**src/rtl/gpio_dual_pkg.sv**
```systemverilog
package gpio_dual_pkg;
  localparam int BUS_AW = 9;
  localparam logic [BUS_AW-1:0] OFS_DATA1 = 9'h000;
  localparam logic [BUS_AW-1:0] OFS_DIR1  = 9'h004;
  localparam logic [BUS_AW-1:0] OFS_DATA2 = 9'h008;
  localparam logic [BUS_AW-1:0] OFS_DIR2  = 9'h00C;
  localparam logic [BUS_AW-1:0] OFS_GIE   = 9'h11C;
  localparam logic [BUS_AW-1:0] OFS_STAT  = 9'h120;
  localparam logic [BUS_AW-1:0] OFS_IEN   = 9'h128;
  localparam int GIE_BIT = 31;
  localparam int NUM_CH  = 2;

  typedef enum logic [2:0] {
    RD_NONE, RD_DATA1, RD_DIR1, RD_DATA2, RD_DIR2, RD_GIE, RD_STAT, RD_IEN
  } rdSel_t;

  typedef struct packed {
    logic [NUM_CH-1:0] wrData;
    logic [NUM_CH-1:0] wrDir;
    logic              wrGie;
    logic              wrIen;
    logic              wrClr;
    rdSel_t            rdSel;
  } ctrlStrobe_t;
endpackage

```
**src/rtl/gpio_dual_ctrl.sv**
```systemverilog
module gpio_dual_ctrl
  import gpio_dual_pkg::*;
#(
  parameter int HAS_CH2 = 1
) (
  input  logic [BUS_AW-1:0] busAddr,
  input  logic              busWe,
  output ctrlStrobe_t       strobe
);
  localparam bit CH2_ON = (HAS_CH2 != 0);

  always_comb begin
    strobe = '0;
    strobe.rdSel = RD_NONE;
    unique case (busAddr)
      OFS_DATA1: begin strobe.rdSel = RD_DATA1; strobe.wrData[0] = busWe; end
      OFS_DIR1:  begin strobe.rdSel = RD_DIR1;  strobe.wrDir[0]  = busWe; end
      OFS_DATA2: if (CH2_ON) begin strobe.rdSel = RD_DATA2; strobe.wrData[1] = busWe; end
      OFS_DIR2:  if (CH2_ON) begin strobe.rdSel = RD_DIR2;  strobe.wrDir[1]  = busWe; end
      OFS_GIE:   begin strobe.rdSel = RD_GIE;  strobe.wrGie = busWe; end
      OFS_STAT:  begin strobe.rdSel = RD_STAT; strobe.wrClr = busWe; end
      OFS_IEN:   begin strobe.rdSel = RD_IEN;  strobe.wrIen = busWe; end
      default:   strobe.rdSel = RD_NONE;
    endcase
  end
endmodule

```
**src/rtl/gpio_dual_slice.sv**
```systemverilog
module gpio_dual_slice #(
  parameter int W = 32
) (
  input  logic         clk,
  input  logic         rstN,
  input  logic         wrOut,
  input  logic         wrDir,
  input  logic [W-1:0] wdata,
  input  logic [W-1:0] pinIn,
  output logic [W-1:0] pinOut,
  output logic [W-1:0] pinOe,
  output logic [W-1:0] rdData,
  output logic [W-1:0] rdDir,
  output logic         change
);
  logic [W-1:0] outReg, dirReg, syncA, syncB, prevB;

  always_ff @(posedge clk) begin
    if (!rstN) begin
      outReg <= '0;
      dirReg <= '1;
      syncA  <= '0;
      syncB  <= '0;
      prevB  <= '0;
    end else begin
      if (wrOut) outReg <= wdata;
      if (wrDir) dirReg <= wdata;
      syncA <= pinIn;
      syncB <= syncA;
      prevB <= syncB;
    end
  end

  assign change = |(syncB ^ prevB);
  assign rdData = (syncB & dirReg) | (outReg & ~dirReg);
  assign rdDir  = dirReg;
  assign pinOut = outReg;
  assign pinOe  = ~dirReg;

  // output enable follows the last direction write
  p_oe_tracks_dir_r2: assert property (@(posedge clk) disable iff (!rstN)
    ($past(rstN) && $past(wrDir)) |-> (pinOe == ~$past(wdata)));
  // output value only moves on a data write
  p_out_hold_r2: assert property (@(posedge clk) disable iff (!rstN)
    ($past(rstN) && !$past(wrOut)) |-> $stable(pinOut));
endmodule

```
**src/rtl/gpio_dual_datapath.sv**
```systemverilog
module gpio_dual_datapath
  import gpio_dual_pkg::*;
#(
  parameter int CH1_W   = 32,
  parameter int CH2_W   = 32,
  parameter int HAS_CH2 = 1
) (
  input  logic             clk,
  input  logic             rstN,
  input  ctrlStrobe_t      strobe,
  input  logic [31:0]      wdata,
  output logic [31:0]      rdata,
  input  logic [CH1_W-1:0] pinIn1,
  output logic [CH1_W-1:0] pinOut1,
  output logic [CH1_W-1:0] pinOe1,
  input  logic [CH2_W-1:0] pinIn2,
  output logic [CH2_W-1:0] pinOut2,
  output logic [CH2_W-1:0] pinOe2,
  output logic             irqOut
);
  logic [CH1_W-1:0] rd1, dir1;
  logic [CH2_W-1:0] rd2, dir2;
  logic [NUM_CH-1:0] changeVec, statusReg, ienReg, clrMask;
  logic gieReg;

  gpio_dual_slice #(.W(CH1_W)) u_ch1 (
    .clk(clk), .rstN(rstN), .wrOut(strobe.wrData[0]), .wrDir(strobe.wrDir[0]),
    .wdata(wdata[CH1_W-1:0]), .pinIn(pinIn1), .pinOut(pinOut1), .pinOe(pinOe1),
    .rdData(rd1), .rdDir(dir1), .change(changeVec[0]));

  generate
    if (HAS_CH2 != 0) begin : g_ch2
      gpio_dual_slice #(.W(CH2_W)) u_ch2 (
        .clk(clk), .rstN(rstN), .wrOut(strobe.wrData[1]), .wrDir(strobe.wrDir[1]),
        .wdata(wdata[CH2_W-1:0]), .pinIn(pinIn2), .pinOut(pinOut2), .pinOe(pinOe2),
        .rdData(rd2), .rdDir(dir2), .change(changeVec[1]));
    end else begin : g_no_ch2
      assign pinOut2      = '0;
      assign pinOe2       = '0;
      assign rd2          = '0;
      assign dir2         = '0;
      assign changeVec[1] = 1'b0;
    end
  endgenerate

  assign clrMask = strobe.wrClr ? wdata[NUM_CH-1:0] : '0;

  always_ff @(posedge clk) begin
    if (!rstN) begin
      statusReg <= '0;
      ienReg    <= '0;
      gieReg    <= 1'b0;
    end else begin
      statusReg <= (statusReg & ~clrMask) | changeVec;
      if (strobe.wrIen) ienReg <= wdata[NUM_CH-1:0];
      if (strobe.wrGie) gieReg <= wdata[GIE_BIT];
    end
  end

  assign irqOut = gieReg & (|(statusReg & ienReg));

  always_comb begin
    unique case (strobe.rdSel)
      RD_DATA1: rdata = 32'(rd1);
      RD_DIR1:  rdata = 32'(dir1);
      RD_DATA2: rdata = 32'(rd2);
      RD_DIR2:  rdata = 32'(dir2);
      RD_GIE:   rdata = {gieReg, 31'd0};
      RD_STAT:  rdata = 32'(statusReg);
      RD_IEN:   rdata = 32'(ienReg);
      default:  rdata = '0;
    endcase
  end

  // a change always sets the bit, even against a clear
  p_set_wins_r5: assert property (@(posedge clk) disable iff (!rstN)
    ($past(rstN) && $past(changeVec[0])) |-> statusReg[0]);
  // a written one clears a bit with no new change
  p_clear_r5: assert property (@(posedge clk) disable iff (!rstN)
    ($past(rstN) && $past(clrMask[0]) && !$past(changeVec[0])) |-> !statusReg[0]);
  // status holds without a clear
  p_sticky_r10: assert property (@(posedge clk) disable iff (!rstN)
    ($past(rstN) && $past(statusReg[1]) && !$past(clrMask[1])) |-> statusReg[1]);
  // interrupt needs the global enable and an enabled pending channel
  p_irq_gate_r6: assert property (@(posedge clk) disable iff (!rstN)
    irqOut |-> (gieReg && (statusReg & ienReg) != '0));
  // absent channel never reports
  p_ch2_quiet_r8: assert property (@(posedge clk) disable iff (!rstN)
    (HAS_CH2 == 0) |-> (!statusReg[1] && pinOe2 == '0));
endmodule

```
**src/rtl/gpio_dual.sv**
```systemverilog
module gpio_dual
  import gpio_dual_pkg::*;
#(
  parameter int CH1_W   = 32,
  parameter int CH2_W   = 32,
  parameter int HAS_CH2 = 1
) (
  input  logic             clk,
  input  logic             rstN,
  input  logic [8:0]       busAddr,
  input  logic             busWe,
  input  logic [31:0]      busWdata,
  output logic [31:0]      busRdata,
  input  logic [CH1_W-1:0] pinIn1,
  output logic [CH1_W-1:0] pinOut1,
  output logic [CH1_W-1:0] pinOe1,
  input  logic [CH2_W-1:0] pinIn2,
  output logic [CH2_W-1:0] pinOut2,
  output logic [CH2_W-1:0] pinOe2,
  output logic             irqOut
);
  ctrlStrobe_t strobe;

  gpio_dual_ctrl #(.HAS_CH2(HAS_CH2)) u_ctrl (
    .busAddr(busAddr), .busWe(busWe), .strobe(strobe));

  gpio_dual_datapath #(.CH1_W(CH1_W), .CH2_W(CH2_W), .HAS_CH2(HAS_CH2)) u_dp (
    .clk(clk), .rstN(rstN), .strobe(strobe), .wdata(busWdata), .rdata(busRdata),
    .pinIn1(pinIn1), .pinOut1(pinOut1), .pinOe1(pinOe1),
    .pinIn2(pinIn2), .pinOut2(pinOut2), .pinOe2(pinOe2), .irqOut(irqOut));
endmodule

```
**config.mk**
```make
export PLATFORM = sky130hd
export DESIGN_NAME = gpio_dual
export DESIGN_NICKNAME = d
export VERILOG_FILES = /design/src/rtl/gpio_dual_pkg.sv /design/src/rtl/gpio_dual_ctrl.sv /design/src/rtl/gpio_dual_slice.sv /design/src/rtl/gpio_dual_datapath.sv /design/src/rtl/gpio_dual.sv
export SDC_FILE = /design/constraint.sdc
export NUM_CORES = 1
export LEC_CHECK = 0
export BUFFER_PORTS_ARGS = -buffer_cell sky130_fd_sc_hd__buf_2
export CAP_MARGIN = 20
export CORE_MARGIN = 3
export CORE_UTILIZATION = 59
export DETAILED_ROUTE_END_ITERATION = 10
export HOLD_SLACK_MARGIN = 0.15
export PLACE_DENSITY_LB_ADDON = 0.25
export RECOVER_POWER = 100
export SYNTH_ARGS = -nofsm -noshare
export SYNTH_HDL_FRONTEND = slang
export SYNTH_HIERARCHICAL = 1
export SYNTH_SLANG_ARGS = --single-unit
```
**constraint.sdc**
```tcl
create_clock -name clk -period 4.95 [get_ports clk]
set_input_delay 0.495 -clock clk [delete_from_list [all_inputs] [get_ports clk]]
set_output_delay 0.495 -clock clk [all_outputs]
set_load 0.05 [all_outputs]
```
Word level (Yosys, flattened, before mapping):

Cells that the tools add are included.

* equal/unequal tests: 13
* reductions and logical operators: 4
* bitwise logic cells: 15
* mux-type cells: 10

Operators with widths (number)
* 32-bit one-hot mux with 7 select lines: 1
* 32-bit bitwise AND: 4
* 32-bit NOT: 2
* 32-bit OR: 2
* 32-bit OR reduction: 2
* 32-bit XOR: 2
* 9-bit == test (second input constant): 3
* 3-bit one-hot mux with 7 select lines: 1
* 9-bit by 4-bit == test with 1-bit output (second input constant): 2
* 3-bit == test (second input constant): 4
* 9-bit by 3-bit == test with 1-bit output (second input constant): 1
* 9-bit logical NOT: 1
* 1-bit two-way mux: 7
* 3-bit by 2-bit == test with 1-bit output (second input constant): 2
* 2-bit bitwise AND: 2
* 3-bit by 1-bit == test with 1-bit output (second input constant): 1
* 2-bit two-way mux: 1
* 2-bit NOT: 1
* 2-bit OR: 1
* 2-bit OR reduction: 1
* 1-bit bitwise AND: 1

* word-level logic and storage cells: 55
* input port bits: 108
* register bits: 325

Logic depth before layout (Yosys ltp):

* depth after elaboration: 6
* depth in mapped cells: 9

Modules after synthesis:

Netlist, hierarchy kept.

Modules (own cells, without submodules)
* gpio_dual_slice: cells each 519, area an instance 5669.2 um^2, times used 2
* gpio_dual_datapath: cells each 177, area an instance 1293.7 um^2, times used 1
* gpio_dual_ctrl: cells each 31, area an instance 173.9 um^2, times used 1

Worst setup path before layout:

OpenSTA, ideal clock, no wires.

* path type: input to output
* start: in busAddr[8]
* end: out busRdata[19]
* path slack: 1.346 ns
* data required time: 4.455 ns
* buffers on the path: 2
* arrival time: 3.109 ns
* stages on the path: 6
* path through: and3_1 -> o211ai_1 -> o21ai_0 -> buf_6 -> clkbuf_1 -> o311ai_0

RTL lines
* start, declared: line gpio_dual.sv:10 `input logic [8:0] busAddr,`
* end, declared: line gpio_dual.sv:13 `output logic [31:0] busRdata,`

==> flow_metrics.py <==
metrics = {
    "outcome": {
        "status": "finished with violations",
        "violations": "capacitance limit, slew limit",
    },
    "setup_path": {
        "critPathCaptureType": "primary output",
        "worstSetupStartpointType": "input port",
        "cp_data_arrival_time_ns": 3.36,
        "cp_data_required_time_ns": 4.45,
        "critPathKind": "input port to primary output",
        "critPathMaxFanout": 29,
    },
    "synth": {
        "avgSynthCellArea_um2": 10.3,
        "synth_edf_count": 0,
        "ys.flop_type": "dfxtp_1",
        "synth_common_cells": "dfxtp_1 (325), and2_1 (190), nand2_1 (103), mux2_2 (93), nor2b_1 (73)",
        "syn_nets": 1354,
        "ys_types": 38,
        "ys_ff_latch": 325,
        "yosysMostFrequentCell": "dfxtp_1",
        "synth.yosys.seq_area_share_pct": 50.8,
        "syn_inst": 1246,
        "async_flop_share_pct": 0,
        "synthesis.area_um2": 12800,
        "synth_top_area_cell": "dfxtp_1",
        "yosysTopAreaCellShare_pct": 50.8,
        "yosysWarnings": 6,
        "yosys-top-cells-area": "dfxtp_1 (51%), and2_1 (9.3%), mux2_2 (8.2%)",
    },
    "clocking": {
        "root_buffer": "clkbuf_16",
        "cts.sinks": 325,
        "htree_num_levels": 2,
        "post-cts-setup-buffers": 0,
        "clock_path_buffers": 3,
        "cts.clk_slew.worst_paths_ns": 0.06,
        "cts_made_buffers": 34,
        "cts_tree": "yes",
        "holdBufCountCts": 0,
        "cts_resized": 0,
        "clk_latency_ns": 0.50,
    },
    "job": {
        "maxCapViolations": 1,
    },
    "finish": {
        "design_area_um2": 15200,
        "areaGrowthSynthToFinish_pct": 18.3,
        "final_nets": 1594,
        "drive_gt1_share_pct": 18.2,
        "antenna_cells": 0,
        "stdcell_count": 1783,
    },
    "floorplanning": {
        "dieArea_um2": 23500,
        "num_io_pins": 269,
        "core.rowCount": 53,
        "die_x_um": 153,
        "start_util_pct": 60.5,
        "dieHeight_um": 153,
        "core_area_um2": 21200,
    },
    "routing": {
        "drc": 0,
        "via_per_inst": 5.40,
        "first_pass_iters": 5,
        "route.antenna.remaining_nets": 0,
        "drt_wl_total_um": 36700,
        "post_drt_wl_per_cell_um": 20.6,
        "drtIter0Drc": 669,
        "vias": 9637,
    },
    "worst_hold_path": {
        "hold_class": "input port to register",
    },
    "pwr": {
        "p_per_area_nw_per_um2": 366,
        "ir_drop_mv": 0.287,
        "leakage_nw": 5.97,
    },
    "sta": {
        "hold_slack_ns": 0.194,
        "setup_viol": 0,
        "finClkSkew_ns": 0.0111,
        "finalSetupTns_ns": 0,
        "hold_viol": 0,
        "rsz0062_at_grt": "no",
        "min_period_ns": 3.85,
        "finalWorstSetupSlack_ns": 1.10,
        "fmax_ghz": 0.259,
        "slew_viol_final": 100,
        "worstMarginPinSlew_ns": 3.37,
        "period_share_pct": 77.9,
        "slew_headroom_pct": -125,
    },
    "place": {
        "dp_hpwl_um": 26900,
        "place.gp.congestion": 0.955,
        "dpl_worst_slack_ns": 1.35,
        "io_buffer_count": 268,
        "dpl_cell_area_um2": 14200,
        "dp.cells": 1724,
    },
    "global_routing": {
        "grt_pass1_wl_um": 54500,
        "gr-total-overflow": 0,
        "grt_antenna_before_repair": 0,
        "grt_max_degree": 207,
        "grt_usage_pct": 29.9,
        "grt_pass1_vias": 9538,
    },
}
[flip-flops by register name (all words and copies together), names as in the netlist]
name / flops
u_dp/g_ch2.u_ch2/syncA: 32
u_dp/gieReg: 1
u_dp/g_ch2.u_ch2/pinOut: 32
u_dp/statusReg: 2
u_dp/g_ch2.u_ch2/prevB: 32
u_dp/u_ch1/syncA: 32
u_dp/ienReg: 2
u_dp/u_ch1/syncB: 32
u_dp/g_ch2.u_ch2/syncB: 32
u_dp/g_ch2.u_ch2/rdDir: 32
u_dp/u_ch1/rdDir: 32
u_dp/u_ch1/pinOut: 32
u_dp/u_ch1/prevB: 32
[metal layers]
layer / vias up / global-route usage (%) / part of all wire, %
li1: 4611 / - / -
met1: 4541 / 36.5 / 40
met2: 405 / 50.5 / 48
met3: 80 / 6.31 / 7.3
met4: 0 / 14.0 / 4.8
met5: - / 0 / 0
[critical path, stage by stage]
cell      delay, ns
buf_2          0.11
nor2_1         0.24
nand4_1        0.29
o21ai_4        0.62
nor2b_2        0.25
buf_4          0.36
a22oi_1        0.14
o21ai_0        0.32
clkbuf_1       0.52
[cell families (layout without fill, tap and decap cells)]
logic type	count (synthesis)	in the layout	share of synthesized area, %
buffers and inverters	142	404	5.31
AND/OR/NAND/NOR	412	412	18.1
AO/OA/AOI/OAI	137	137	7.42
flip-flops	325	325	50.8
multiplexers	164	164	13.8
XOR/XNOR	66	66	4.51
[layout make-up]
cell class	instances	area, um2
clock buffers	53	1050
fillers	1691	6000
well taps	275	344
clock inverters	5	78.8
multi-input cells	779	5670
flip-flops and latches	325	6510
inverters	67	251
repair buffers	279	1260
[final timing paths]
check	end	slack (ns)	startpoint	depth (start not counted)
min	u_dp/g_ch2.u_ch2/syncA[8]$_SDFF_PN0_	0.19	pinIn2[8]	2
max	busRdata[16]	1.10	busAddr[1]	9
max reg2reg	u_dp/statusReg[0]$_SDFF_PN0_	3.30	u_dp/u_ch1/syncB[6]$_SDFF_PN0_	6
min reg2reg	u_dp/g_ch2.u_ch2/syncB[24]$_SDFF_PN0_	0.43	u_dp/g_ch2.u_ch2/syncA[24]$_SDFF_PN0_	1
[through the flow]
step / utilization [%] / power (W)
after CTS: 72.5 / 0.00557
after global routing: 71.6 / 0.00572
after floorplan: - / 0.00293
after detailed placement: 67.1 / 0.00305
after global placement: 67.1 / 0.00305
final: 71.6 / 0.00554
[layout by cell type, fill, tap and decap left out, types with 6 or more instances in the layout]
cell	count
dfxtp_1	325
clkbuf_1	169
and2_1	124
buf_2	109
nand2_1	103
mux2_2	93
nor2b_1	72
mux2i_1	70
inv_1	67
and2_0	66
o211ai_1	65
xnor2_1	64
clkbuf_16	37
a22oi_1	30
nand4_1	18
o21ai_0	18
o21ai_1	11
buf_4	9
clkbuf_8	6
[power breakdown]
part,total [W],internal [W],switching [W]
registers,0.00272,0.00268,0.0000411
logic,0.000275,0.000125,0.000150
clock network,0.00254,0.00155,0.000988
total,0.00554,0.00436,0.00118
(Power assumes the default switching activity.)
